--- src/rtl/tick_timer_pkg.sv ---
// Shared definitions for the tick timer: register addresses, control
// field positions and the slow tick source encoding.
package tick_timer_pkg;

    localparam logic [1:0] ADDR_CTRL   = 2'd0;
    localparam logic [1:0] ADDR_RELOAD = 2'd1;
    localparam logic [1:0] ADDR_CUR    = 2'd2;

    localparam int CTRL_EN_BIT   = 0;
    localparam int CTRL_IE_BIT   = 1;
    localparam int CTRL_BUS_BIT  = 2;
    localparam int CTRL_SEL_LSB  = 4;
    localparam int CTRL_FLAG_BIT = 16;

    typedef enum logic [1:0] {
        SRC_DIV8 = 2'd0,
        SRC_INT  = 2'd1,
        SRC_EXT  = 2'd2,
        SRC_ALT  = 2'd3
    } slow_src_e;

endpackage

--- src/rtl/tick_src_sel.sv ---
// Tick source selection.
// Produces the counting enable strobe, either every bus cycle or from one of
// three slow strobes: the bus clock divided by 2**PRE_W through a free-running
// prescaler, or one of two externally qualified strobes.
// Assumes the slow strobes are already synchronous and one cycle wide.
module tick_src_sel
    import tick_timer_pkg::*;
#(
    parameter int PRE_W = 3
) (
    input  logic      clk,
    input  logic      rst_n,
    input  logic      use_bus,
    input  slow_src_e slow_sel,
    input  logic      slow_int_tick,
    input  logic      slow_ext_tick,
    output logic      tick
);

    logic [PRE_W-1:0] pre_q;
    logic             pre_strobe;

    // Free-running prescaler for the divided bus clock path.
    always_ff @(posedge clk) begin
        if (!rst_n) pre_q <= '0;
        else        pre_q <= pre_q + PRE_W'(1);
    end

    assign pre_strobe = &pre_q;

    // Pick the active tick source; unlisted codes fall back to the divider.
    always_comb begin
        if (use_bus) begin
            tick = 1'b1;
        end else begin
            case (slow_sel)
                SRC_INT: tick = slow_int_tick;
                SRC_EXT: tick = slow_ext_tick;
                default: tick = pre_strobe;
            endcase
        end
    end

endmodule

--- src/rtl/tick_down_counter.sv ---
// Reloading down-counter.
// On each enabled tick the counter steps down by one. From zero it loads the
// reload value, so a reload of 0 parks it at zero. A zero request wins over
// a tick. 'wrap' marks the tick that takes the count from 1 to 0.
module tick_down_counter #(
    parameter int W = 24
) (
    input  logic         clk,
    input  logic         rst_n,
    input  logic         run,
    input  logic         tick,
    input  logic         zero_req,
    input  logic [W-1:0] reload,
    output logic [W-1:0] cnt,
    output logic         wrap
);

    logic [W-1:0] cnt_q;
    logic         step;

    assign step = run & tick;
    assign wrap = step & ~zero_req & (cnt_q == W'(1));
    assign cnt  = cnt_q;

    // Counter update: zero request, then reload at zero, else decrement.
    always_ff @(posedge clk) begin
        if (!rst_n) begin
            cnt_q <= '0;
        end else if (zero_req) begin
            cnt_q <= '0;
        end else if (step) begin
            if (cnt_q == '0) cnt_q <= reload;
            else             cnt_q <= cnt_q - W'(1);
        end
    end

endmodule

--- src/rtl/tick_ctrl_regs.sv ---
// Register port of the tick timer.
// Holds the control bits, the reload value and the sticky count flag, decodes
// writes and reads, and registers the interrupt pulse. Assumes single-cycle
// access strobes; read data is combinational from the address.
module tick_ctrl_regs
    import tick_timer_pkg::*;
#(
    parameter int DATA_W = 32,
    parameter int CNT_W  = 24
) (
    input  logic              clk,
    input  logic              rst_n,
    input  logic              bus_wr,
    input  logic              bus_rd,
    input  logic [1:0]        bus_addr,
    input  logic [DATA_W-1:0] bus_wdata,
    output logic [DATA_W-1:0] bus_rdata,
    input  logic [CNT_W-1:0]  cnt,
    input  logic              wrap,
    output logic              run,
    output logic              ie,
    output logic              use_bus,
    output slow_src_e         slow_sel,
    output logic [CNT_W-1:0]  reload,
    output logic              zero_req,
    output logic              flag,
    output logic              irq
);

    logic             en_q, ie_q, bus_q, flag_q, irq_q;
    slow_src_e        sel_q;
    logic [CNT_W-1:0] reload_q;
    logic             ctrl_wr, reload_wr, ctrl_rd;
    logic             unused_wdata_bits;

    assign ctrl_wr   = bus_wr & (bus_addr == ADDR_CTRL);
    assign reload_wr = bus_wr & (bus_addr == ADDR_RELOAD);
    assign zero_req  = bus_wr & (bus_addr == ADDR_CUR);
    assign ctrl_rd   = bus_rd & (bus_addr == ADDR_CTRL);
    assign unused_wdata_bits = ^bus_wdata[DATA_W-1:CNT_W];

    // Control fields written from the bus.
    always_ff @(posedge clk) begin
        if (!rst_n) begin
            en_q  <= 1'b0;
            ie_q  <= 1'b0;
            bus_q <= 1'b0;
            sel_q <= SRC_DIV8;
        end else if (ctrl_wr) begin
            en_q  <= bus_wdata[CTRL_EN_BIT];
            ie_q  <= bus_wdata[CTRL_IE_BIT];
            bus_q <= bus_wdata[CTRL_BUS_BIT];
            sel_q <= slow_src_e'(bus_wdata[CTRL_SEL_LSB +: 2]);
        end
    end

    // Reload value keeps only the counter width.
    always_ff @(posedge clk) begin
        if (!rst_n)         reload_q <= '0;
        else if (reload_wr) reload_q <= bus_wdata[CNT_W-1:0];
    end

    // Sticky count flag: set on wrap, cleared by a control read, set wins.
    always_ff @(posedge clk) begin
        if (!rst_n)       flag_q <= 1'b0;
        else if (wrap)    flag_q <= 1'b1;
        else if (ctrl_rd) flag_q <= 1'b0;
    end

    // One-cycle interrupt pulse on wrap when enabled.
    always_ff @(posedge clk) begin
        if (!rst_n) irq_q <= 1'b0;
        else        irq_q <= wrap & ie_q;
    end

    // Read multiplexer.
    always_comb begin
        bus_rdata = '0;
        case (bus_addr)
            ADDR_CTRL: begin
                bus_rdata[CTRL_EN_BIT]       = en_q;
                bus_rdata[CTRL_IE_BIT]       = ie_q;
                bus_rdata[CTRL_BUS_BIT]      = bus_q;
                bus_rdata[CTRL_SEL_LSB +: 2] = sel_q;
                bus_rdata[CTRL_FLAG_BIT]     = flag_q;
            end
            ADDR_RELOAD: bus_rdata[CNT_W-1:0] = reload_q;
            ADDR_CUR:    bus_rdata[CNT_W-1:0] = cnt;
            default:     bus_rdata = '0;
        endcase
    end

    assign run      = en_q;
    assign ie       = ie_q;
    assign use_bus  = bus_q;
    assign slow_sel = sel_q;
    assign reload   = reload_q;
    assign flag     = flag_q;
    assign irq      = irq_q;

endmodule

--- src/rtl/tick_timer.sv ---
// Periodic reload down-counter timer, top level.
// Connects the register port, the tick source selector and the counter.
// Assumes one bus clock domain; the slow strobes are pre-qualified.
module tick_timer
    import tick_timer_pkg::*;
#(
    parameter int DATA_W = 32,
    parameter int CNT_W  = 24,
    parameter int PRE_W  = 3
) (
    input  logic              clk,
    input  logic              rst_n,
    input  logic              bus_wr,
    input  logic              bus_rd,
    input  logic [1:0]        bus_addr,
    input  logic [DATA_W-1:0] bus_wdata,
    output logic [DATA_W-1:0] bus_rdata,
    input  logic              slow_int_tick,
    input  logic              slow_ext_tick,
    output logic              irq
);

    logic             run, ie, use_bus, zero_req, flag, wrap, tick;
    slow_src_e        slow_sel;
    logic [CNT_W-1:0] reload, cnt;

    tick_ctrl_regs #(.DATA_W(DATA_W), .CNT_W(CNT_W)) u_regs (
        .clk(clk), .rst_n(rst_n),
        .bus_wr(bus_wr), .bus_rd(bus_rd), .bus_addr(bus_addr),
        .bus_wdata(bus_wdata), .bus_rdata(bus_rdata),
        .cnt(cnt), .wrap(wrap),
        .run(run), .ie(ie), .use_bus(use_bus), .slow_sel(slow_sel),
        .reload(reload), .zero_req(zero_req), .flag(flag), .irq(irq)
    );

    tick_src_sel #(.PRE_W(PRE_W)) u_src (
        .clk(clk), .rst_n(rst_n),
        .use_bus(use_bus), .slow_sel(slow_sel),
        .slow_int_tick(slow_int_tick), .slow_ext_tick(slow_ext_tick),
        .tick(tick)
    );

    tick_down_counter #(.W(CNT_W)) u_cnt (
        .clk(clk), .rst_n(rst_n),
        .run(run), .tick(tick), .zero_req(zero_req), .reload(reload),
        .cnt(cnt), .wrap(wrap)
    );

endmodule

--- config.mk ---
export PLATFORM = sky130hd
export DESIGN_NAME = tick_timer
export DESIGN_NICKNAME = d
export VERILOG_FILES = /design/src/rtl/tick_timer_pkg.sv /design/src/rtl/tick_src_sel.sv /design/src/rtl/tick_down_counter.sv /design/src/rtl/tick_ctrl_regs.sv /design/src/rtl/tick_timer.sv
export SDC_FILE = /design/constraint.sdc
export NUM_CORES = 1
export LEC_CHECK = 0
export BUFFER_PORTS_ARGS = -buffer_cell sky130_fd_sc_hd__buf_2
export CAP_MARGIN = 5
export CORE_UTILIZATION = 51
export CTS_CLUSTER_SIZE = 30
export DETAILED_ROUTE_END_ITERATION = 7
export PLACE_DENSITY = 0.77
export SLEW_MARGIN = 20
export SYNTH_ARGS = -nofsm -noshare
export SYNTH_HDL_FRONTEND = slang
export SYNTH_HIERARCHICAL = 1
export SYNTH_SLANG_ARGS = --single-unit
--- constraint.sdc ---
create_clock -name clk -period 2.1 [get_ports clk]
set_input_delay 0.21 -clock clk [delete_from_list [all_inputs] [get_ports clk]]
set_output_delay 0.21 -clock clk [all_outputs]
set_load 0.05 [all_outputs]
==> After elaboration in Yosys (flattened, before gate mapping) <==
Cells that the tools add are included.
{ "classes": {"bitwise_logic": 10, "n_reduce_logical": 5, "addsub": 2, "eq_ne": 5, "muxes": 11} }
{ "op_table": {"columns": ["cell", "count"], "rows": [
  ["equality test 24 x 1 -> 1 bit, second input constant", 1],
  ["zero test 24 bit", 1],
  ["2-to-1 mux 24 bit", 1],
  ["subtractor 24 x 1 -> 24 bit, second input constant", 1],
  ["case mux 10 bit (2 select lines)", 1],
  ["case mux 7 bit (2 select lines)", 1],
  ["case mux 3 bit (3 select lines)", 1],
  ["AND 1 bit", 8],
  ["case mux 2 bit (3 select lines)", 1],
  ["equality test 2 x 1 -> 1 bit, second input constant", 2],
  ["equality test 2 bit, second input constant", 2],
  ["case mux 1 bit (2 select lines)", 2],
  ["adder 3 x 1 -> 3 bit, second input constant", 1],
  ["2-to-1 mux 1 bit", 3],
  ["case mux 1 bit (3 select lines)", 1],
  ["AND reduction 3 bit", 1],
  ["zero test 2 bit", 1],
  ["inverter 1 bit", 2],
  ["nonzero test 2 bit", 1],
  ["OR reduction 2 bit", 1]
]} }
{ "totals": {"wordCells": 42, "regBits": 58, "in_bits": 40, "output_inout_bits": 33} }

==> Longest topological paths before layout <==
Gate-level depths: netlist of run 1.
{ "depth": {"depth_word": 7, "mapped_depth": 11, "ltp_nobuf": 9} }

==> Cells and area by module <==
The synthesis of run 1 kept the hierarchy.
{ "modules_own_cells": {"columns": ["mod", "instances", "area_each_um2", "cells_each", "seq_area_each_um2"], "rows": [
  ["tick_ctrl_regs", 1, 2059.5, 210, 620.6],
  ["tick_down_counter", 1, 1636.6, 213, 480.5],
  ["tick_src_sel", 1, 158.9, 16, 60.1]
]} }

==> Worst setup path before layout of run 1 <==
Ideal clock, no wire load.
{ "synth_timing": {"kind": "register to register", "start": "reg u_cnt.cnt_q[0], in the netlist u_cnt/cnt[0]", "end": "reg u_cnt.cnt_q[14], in the netlist u_cnt/cnt[14]", "path_stages_with_launch": 10, "arrival_time_ps": 2150, "period_less_slack_ps": 2281, "n_path_buf": 2, "required_time_ps": 1969, "slack_ps": -181, "setup_ps": 131, "path_cell_list": "dfxtp_1 -> inv_1 -> ha_1 -> or3b_2 -> clkbuf_1 -> or3_1 -> buf_2 -> or4_1 -> o311ai_0 -> a21oi_1"} }
{ "synth_between": {"elab_chain_cells": 2, "elab_cells_between_ends": 3, "classes_between": "add/sub (1); mux (1); reduce/logical (1)"} }
{ "synth_rtl": {"columns": ["element", "line_no", "source"], "rows": [
  ["start, declared", "tick_down_counter.sv:18", "logic [W-1:0] cnt_q;"],
  ["start signal, assigned", "tick_down_counter.sv:32", "if (cnt_q == '0) cnt_q <= reload;"],
  ["start signal, assigned", "tick_down_counter.sv:33", "else cnt_q <= cnt_q - W'(1);"],
  ["subtractor 24 x 1 -> 24 bit or zero test 24 bit (tied branches)", "tick_down_counter.sv:33, tick_down_counter.sv:32", null],
  ["2-to-1 mux 24 bit *", "tick_down_counter.sv:32", null]
]} }
Mark *: on every way between the ends. The rest lies on a longest branch, timed or not.
A chain may end at the register's enable or synchronous reset.

==> Final worst setup path of run 1 <==
Same ends and word-level chain as after synthesis.

==> results.yml, run 1 <==
finish:
  synthToLayoutAreaGrowth_pct: 21.1
  final_common_cell: "buf_2"
  fin_util: 0.640
  fin_area_mm2: 0.00467
  multi_input_area_mm2: 0.00241
  layout-drive-gt1-share: 0.391
  layout_common_cells: "buf_2, dfxtp_1, buf_4"
  fillers: 646
  nNetsFinal: 570
  diodes: 0
  regArea_mm2: 0.00117
  final_cells: 621
timing:
  setup_ws_ns: 0.0111
  slew_headroom: 0.445
  rsz0062_at_grt: "yes"
  period_minus_slack_ns: 2.09
  hold_violations: 0
  final.period_utilization: 0.995
  fin_worst_skew_ns: 0.0130
  drv_slew: 0
  setup_viol: 0
  max_freq_mhz: 479
  tightest_slew_ns: 0.832
detailed_routing:
  drcViolationCount: 0
  drt-pass1-iter-count: 6
  drt_first_iter_violations: 358
  wl_um: 10800
  drt-vias-per-instance: 6.07
  wire_per_inst_um: 17.4
  antenna_left: 0
  vias: 3771
synth:
  async_flop_share: 0
  syn_avg_cell_area_um2: 8.78
  yosysTopAreaCell: "dfxtp_1"
  ys_seq_area_frac: 0.301
  netlist.area_leader.share: 0.301
  synth_edf_count: 0
  synth_warnings: 6
  synth.distinct_cells: 59
  syn-cell-area_mm2: 0.00385
  synth-main-ff-cell: "dfxtp_1"
  syn_inst: 439
  synth-seq-cells: 58
  synthTopCellsByArea: "dfxtp_1, a21bo_1, a21oi_2, nand3_1, buf_6"
die:
  coreArea_mm2: 0.00729
  dieArea_mm2: 0.00791
  fp.dieW_um: 88.9
  num_rows: 31
  die_height_um: 88.9
  start_util: 0.529
  ios: 73
grt:
  gr-usage-met3: 0.0369
  grt_pass1_wl_um: 17600
  grt_use_met1: 0.413
  antenna_found_initial: 0
  grt_use_total: 0.293
  grt_busiest_layer: "met2"
  grt_pass1_vias: 3527
  grt_max_degree: 59
  grt_overflow_total: 0
  grt.met2_usage: 0.460
min_path:
  min_from: "bus_wdata[6]"
  whs_path_depth: 3
  hp-class: "in2reg"
pwr:
  vdd_drop_max_v: 0.000274
  power_leakage_nw: 1.86
  p_per_area_mw_per_mm2: 517
  total_power_mw: 2.41
cts:
  cts_max_level: 3
  clk_latency_ns: 0.35
  cts_buffer_depth: 2
  cts_made_buffers: 9
  clk_pin_slew_ns: 0.07
  cts.sinks: 58
  cts-hold-fix-buffers: 0
  cts-root-buf: "clkbuf_8"
  cts_tree: "yes"
place:
  place_ws_ns: -0.110
  place_congestion: 0.932
  hpwl_um: 7580
  io_buffer_count: 56
  placed_cells: 605
  post_dp_cell_area_mm2: 0.00437
critical_path:
  cp.arrival_ns: 2.31
  setup.worst_path.end: "u_cnt/cnt[14]"
  reg2reg_to: "u_cnt/cnt[14]"
  crit_start: "u_cnt/cnt[0]"
  worstPathMaxFanout: 7
  worstPathRequired_ns: 2.32
  regToRegSetupSlack_ns: 0.01
  critPathKind: "reg2reg"
  start_kind: "register"
  r2r_cells: 7
  r2r-start: "u_cnt/cnt[0]"
  cp-end-kind: "register"
outcome:
  status: "complete, no violations"
flow_run:
  drv_cap: 0
final cells by class:
cell class	count	share of cell area
sequential	58	0.250
multi-input combinational	324	0.517
timing repair buffer	112	0.161
tap	99	0.0265
clock buffer	10	0.0295
clock inverter	4	0.00429
inverter	14	0.0113
synth_stat cells (all sizes together) (4+ instances only):
master	number
o21ai	18
a22oi	19
nor4	11
buf	38
ha	11
inv	14
a21bo	29
clkbuf	12
a32o	5
nor2	23
nor2b	21
nand3	39
nand2	15
mux2	5
o22ai	4
a222oi	6
a21oi	38
or4	5
dfxtp	58
and2	5
nor3	16
registers in the layout, indices dropped and copies added, names as in the netlist:
register,flops
u_regs/irq,1
u_cnt/cnt,24
u_regs/use_bus,1
u_regs/ie,1
u_regs/flag,1
u_src/pre_q,3
u_regs/run,1
u_regs/slow_sel,2
u_regs/reload,24
report_power, final:
group | internal, mW | switching (mW) | leakage [nW]
logic | 0.141 | 0.231 | 1.30
clock network | 0.438 | 0.457 | 0.0875
registers | 1.12 | 0.0201 | 0.472
logic make-up after synthesis:
group                      share of synthesized area
AOI/OAI and AO/OA                              0.301
other                                       0.000973
DFF                                            0.301
muxes                                         0.0224
buffers and inverters                          0.112
adders and majority gates                     0.0357
and+or+nand+nor                                0.227
metal layers:
metal  wire length (um)  up-vias  part of all wire
li1                   -     1777                 -
met2               5040      156              0.47
met3                632       22             0.059
met1               4910     1816              0.45
met4                219        0             0.020
met5                  0        -                 0
worst min path at each step:
stage	endpoint	slack (ns)
after CTS	u_regs/reload[3]	0.1
after global routing	u_regs/reload[6]	0.10
after detailed placement	u_src/pre_q[0]	0.42
final	u_regs/reload[6]	0.10
after global placement	u_src/pre_q[0]	0.41
after floorplan	u_regs/flag	0.33
worst max-delay path, cell delays in order (launching register included):
cell and delay, ns:
dfxtp_2 0.34, inv_2 0.07, ha_4 0.12, or3b_4 0.38
or3_4 0.46, or4_1 0.41, o311ai_1 0.10, a21oi_1 0.08
per-stage QoR:
step / hold WS (ns) / setup TNS (ns)
finish: 0.104 / 0
global placement: 0.407 / -0.0337
CTS: 0.0977 / 0
floorplan: 0.328 / -0.365
detailed placement: 0.424 / -0.238
global route: 0.101 / -0.182
what timing repair did:
action	in CTS	in global routing
pin swaps	0	5
setup endpoints to repair	9	18
setup buffers	0	2
gates resized for setup	6	25
Note: power is estimated with default switching activity, not from simulation.
==> run 2, diff against run 1 <==
CTS_BUF_LIST = sky130_fd_sc_hd__clkbuf_16   (was default)
==> run 2 against run 1 <==
Clock power is 41% higher. Cell area is 1.3% higher. Via count is 0.29% lower. Critical path depth stayed put. Power is 15% higher. Sequential power hardly changed. Critical path type unchanged. Critical endpoint is now u_cnt/cnt[11].
==> results.yml, run 2 (synthesis results as in run 1) <==
pwr:
  intPower_mw: 2.03
  power_leakage_nw: 1.88
  pwr-share-comb: 0.133
  clockPowerShare: 0.453
  power_switching_mw: 0.739
  swShare: 0.266
  power.share.sequential: 0.413
  p_per_area_mw_per_mm2: 587
  vdd_drop_max_v: 0.000403
flow_run:
  drv_cap: 0
detailed_routing:
  drt-vias-per-instance: 6.06
  wire_per_inst_um: 17.5
  met2WireLength_um: 5100
  wl_um: 10800
  wl_met1_um: 4780
  drcViolationCount: 0
  wl_met3_um: 758
  drt_first_iter_violations: 379
  highest_layer: "met4"
  drt-pass1-iter-count: 8
  vias: 3760
  antenna_left: 0
timing:
  period_minus_slack_ns: 2.10
  hold_violations: 0
  rsz0062_at_grt: "yes"
  slew_headroom: 0.445
  setup_tns_ns: 0
  setup_viol: 0
  final.period_utilization: 0.998
  tightest_slew_ns: 0.831
  fin_worst_skew_ns: 0.00632
  drv_slew: 0
  max_freq_mhz: 477
critical_path:
  start_kind: "register"
  cp-end-kind: "register"
  critPathKind: "reg2reg"
  cp.arrival_ns: 2.34
  worstPathMaxFanout: 7
  worstPathRequired_ns: 2.34
grt:
  grt_overflow_total: 0
  grt_use_total: 0.298
  antenna_found_initial: 0
  grt_max_degree: 59
  grt_pass1_vias: 3543
  grt_pass1_wl_um: 17900
die:
  fp.dieW_um: 88.9
  coreArea_mm2: 0.00729
  start_util: 0.529
  ios: 73
  num_rows: 31
  dieArea_mm2: 0.00791
  die_height_um: 88.9
min_path:
  hp-class: "in2reg"
finish:
  synthToLayoutAreaGrowth_pct: 22.7
  layout_common_cells: "buf_2, dfxtp_1, buf_4"
  final_common_cell: "buf_2"
  nNetsFinal: 569
  final_cells: 620
  fillers: 636
  diodes: 0
  layout-drive-gt1-share: 0.380
cts:
  cts_max_level: 3
  cts_made_buffers: 9
  clk_latency_ns: 0.33
  cts-root-buf: "clkbuf_16"
  cts_tree: "yes"
  clk_pin_slew_ns: 0.05
  cts.sinks: 58
  cts_buffer_depth: 2
place:
  hpwl_um: 7580
  placed_cells: 605
  io_buffer_count: 56
  place_congestion: 0.932
outcome:
  status: "complete, no violations"
## run 2: power by group through the flow
stage | sequential [mW] | combinational (mW) | clock, mW
after global routing | 1.15 | 0.398 | 1.34
after floorplan | 1.16 | 0.291 | 0
after CTS | 1.15 | 0.361 | 1.27
after detailed placement | 1.17 | 0.356 | 0
final | 1.15 | 0.370 | 1.26
after global placement | 1.17 | 0.348 | 0
## run 2: timing repair
action                     CTS  global route
gates resized for setup      7            18
pin swaps                    0             4
setup endpoints to repair    9            16
buffers inserted             0             1
hold buffers                 0             0
## run 2: worst paths after layout
check	startpoint	cells past startpoint	slack (ns)	to
setup / recovery	u_cnt/cnt[12]	7	0.003	u_cnt/cnt[11]
hold / removal	bus_wdata[3]	3	0.13	u_regs/reload[3]
setup reg to reg	u_cnt/cnt[12]	7	0.003	u_cnt/cnt[11]
hold reg to reg	u_src/pre_q[0]	1	0.42	u_src/pre_q[0]
## run 2: critical path: stages, from the launching register on
cell     delay, ns
dfxtp_2       0.31
or4_4         0.56
or3_4         0.38
nor3_4        0.17
buf_6         0.17
buf_6         0.12
nand3_2       0.09
a31oi_2       0.21
## run 2: per-stage QoR
stage | total power, mW | setup slack [ns] | hold WS (ns) | area (um2) | util
final | 2.77 | 0.00348 | 0.126 | 4730 | 0.649
after global routing | 2.88 | -0.0396 | 0.118 | 4730 | 0.649
after CTS | 2.77 | 0.0105 | 0.120 | 4650 | 0.638
after detailed placement | 1.52 | -0.110 | 0.424 | 4370 | 0.599
after global placement | 1.52 | -0.0217 | 0.407 | 4370 | 0.599
after floorplan | 1.45 | -0.0693 | 0.328 | 3930 | -
## run 2: layout make-up
cell class                 count  area [um2]  area share
clock inverter                 5        23.8     0.00503
sequential                    58        1170       0.247
multi-input combinational    324        2400       0.507
timing repair buffer         111         742       0.157
clock buffer                   9         225      0.0476
tap                           99         124      0.0262
inverter                      14        52.6      0.0111
## run 2: layer usage
metal	GRT usage	vias to the layer above
met4	0.105	0
met3	0.0508	19
met2	0.469	154
li1	-	1772
met5	0	-
met1	0.413	1815
==> run 3, diff against run 2 <==
BUFFER_PORTS_ARGS = -buffer_cell sky130_fd_sc_hd__clkbuf_2   (was -buffer_cell sky130_fd_sc_hd__buf_2)
==> run 3 against run 2 <==
Sequential cell count stayed put. Clock skew hardly changed. Highest routed layer unchanged. Via count is 2.4% higher. Core utilization is 1.5 points higher. Global-route usage is 0.16 points lower.
==> results.yml, run 3 (synthesis results as in run 1) <==
timing:
  drv_slew: 0
  period_minus_slack_ns: 2.08
  hold_violations: 0
  setup_viol: 0
  tightest_slew_ns: 0.818
  setup_tns_ns: 0
  slew_headroom: 0.454
  max_freq_mhz: 480
  fin_worst_skew_ns: 0.00631
  final.period_utilization: 0.991
  rsz0062_at_grt: "yes"
critical_path:
  cp.arrival_ns: 2.30
  worstPathRequired_ns: 2.32
  start_kind: "register"
  cp-end-kind: "register"
  critPathKind: "reg2reg"
  worstPathMaxFanout: 7
finish:
  fin_util: 0.664
  final_cells: 625
  synthToLayoutAreaGrowth_pct: 25.6
  nNetsFinal: 572
  final_common_cell: "clkbuf_2"
  diodes: 0
  layout-drive-gt1-share: 0.394
  fin_area_mm2: 0.00484
  layout_common_cells: "clkbuf_2, dfxtp_1, buf_4"
detailed_routing:
  wl_um: 11300
  drcViolationCount: 0
  antenna_left: 0
  drt-vias-per-instance: 6.16
  wire_per_inst_um: 18.0
  drt_first_iter_violations: 346
  drt-pass1-iter-count: 5
  vias: 3850
cts:
  cts.sinks: 58
  cts_buffer_depth: 2
  cts_tree: "yes"
  cts_made_buffers: 9
  cts-root-buf: "clkbuf_16"
  clk_latency_ns: 0.33
  clk_pin_slew_ns: 0.05
  cts_max_level: 3
die:
  coreArea_mm2: 0.00729
  dieArea_mm2: 0.00791
  ios: 73
  start_util: 0.529
  die_height_um: 88.9
  fp.dieW_um: 88.9
  num_rows: 31
pwr:
  p_per_area_mw_per_mm2: 610
  vdd_drop_max_v: 0.000384
  total_power_mw: 2.96
  power_leakage_nw: 1.94
flow_run:
  drv_cap: 0
grt:
  antenna_found_initial: 0
  grt_pass1_wl_um: 17800
  grt_pass1_vias: 3566
  grt_use_total: 0.296
  grt_overflow_total: 0
  grt_max_degree: 59
outcome:
  status: "complete, no violations"
place:
  hpwl_um: 7490
  post_dp_cell_area_mm2: 0.00435
  io_buffer_count: 56
  place_congestion: 0.909
  placed_cells: 604
min_path:
  hp-class: "in2reg"
==> run 3: changes by cell type in the layout (fill, tap and decap cells not counted), sizes merged <==
cell | before | now
clkbuf | 9 | 65
buf | 111 | 58
clkinv | 5 | 2
clkinvlp | 0 | 2
inv | 14 | 16
bufinv | 0 | 1
==> run 3: power breakdown <==
part	leakage, nW	internal (mW)	switching [mW]	total (mW)
clock network	0.144	0.904	0.524	1.43
registers	0.471	1.13	0.0212	1.15
logic	1.33	0.145	0.236	0.381
==> run 3: area by class of cell <==
cell class / instances / area [um2]
Multi-Input combinational cell: 324 / 2440
Clock buffer: 9 / 225
Sequential cell: 58 / 1160
Clock inverter: 7 / 62.6
Timing Repair Buffer: 114 / 767
Inverter: 14 / 52.6
Fill cell: 604 / 2450
Tap cell: 99 / 124
==> run 3: what timing repair did <==
item / CTS / global route
endpoints found under the setup margin: 10 / 18
gates resized for setup: 5 / 33
pin swaps: 0 / 4
buffers inserted: 0 / 5
hold buffers: 0 / 0
==> run 3: layer usage <==
metal | part of all wire | GRT usage | vias up
met5 | 0 | 0 | -
met4 | 0.026 | 0.136 | 0
met3 | 0.085 | 0.0536 | 30
li1 | - | - | 1767
met1 | 0.42 | 0.397 | 1853
met2 | 0.47 | 0.465 | 200
==> run 3: metrics by stage <==
| step | setup WS (ns) | hold WS (ns) |
|---|---|---|
| finish | 0.0180 | 0.107 |
| floorplan | -0.0693 | 0.328 |
| global placement | -0.0294 | 0.407 |
| CTS | -0.0116 | 0.101 |
| detailed placement | -0.0881 | 0.421 |
| global route | -0.0813 | 0.107 |
==> run 3: worst paths after layout <==
check,startpoint,endpoint,slack [ns],cells past startpoint
worst max-delay path,u_cnt/cnt[12],u_cnt/cnt[2],0.02,7
worst min-delay path,bus_wdata[8],u_regs/reload[8],0.11,3
worst max register to register,u_cnt/cnt[12],u_cnt/cnt[2],0.02,7
worst min register to register,u_src/pre_q[0],u_src/pre_q[0],0.43,1
==> run 3: critical path, stage by stage, from the launching register on <==
cell and delay, ns:
dfxtp_2 0.32, or4_4 0.54, buf_6 0.15, nor3_4 0.14
nand3_2 0.13, buf_6 0.17, mux2_1 0.31, a32o_1 0.20
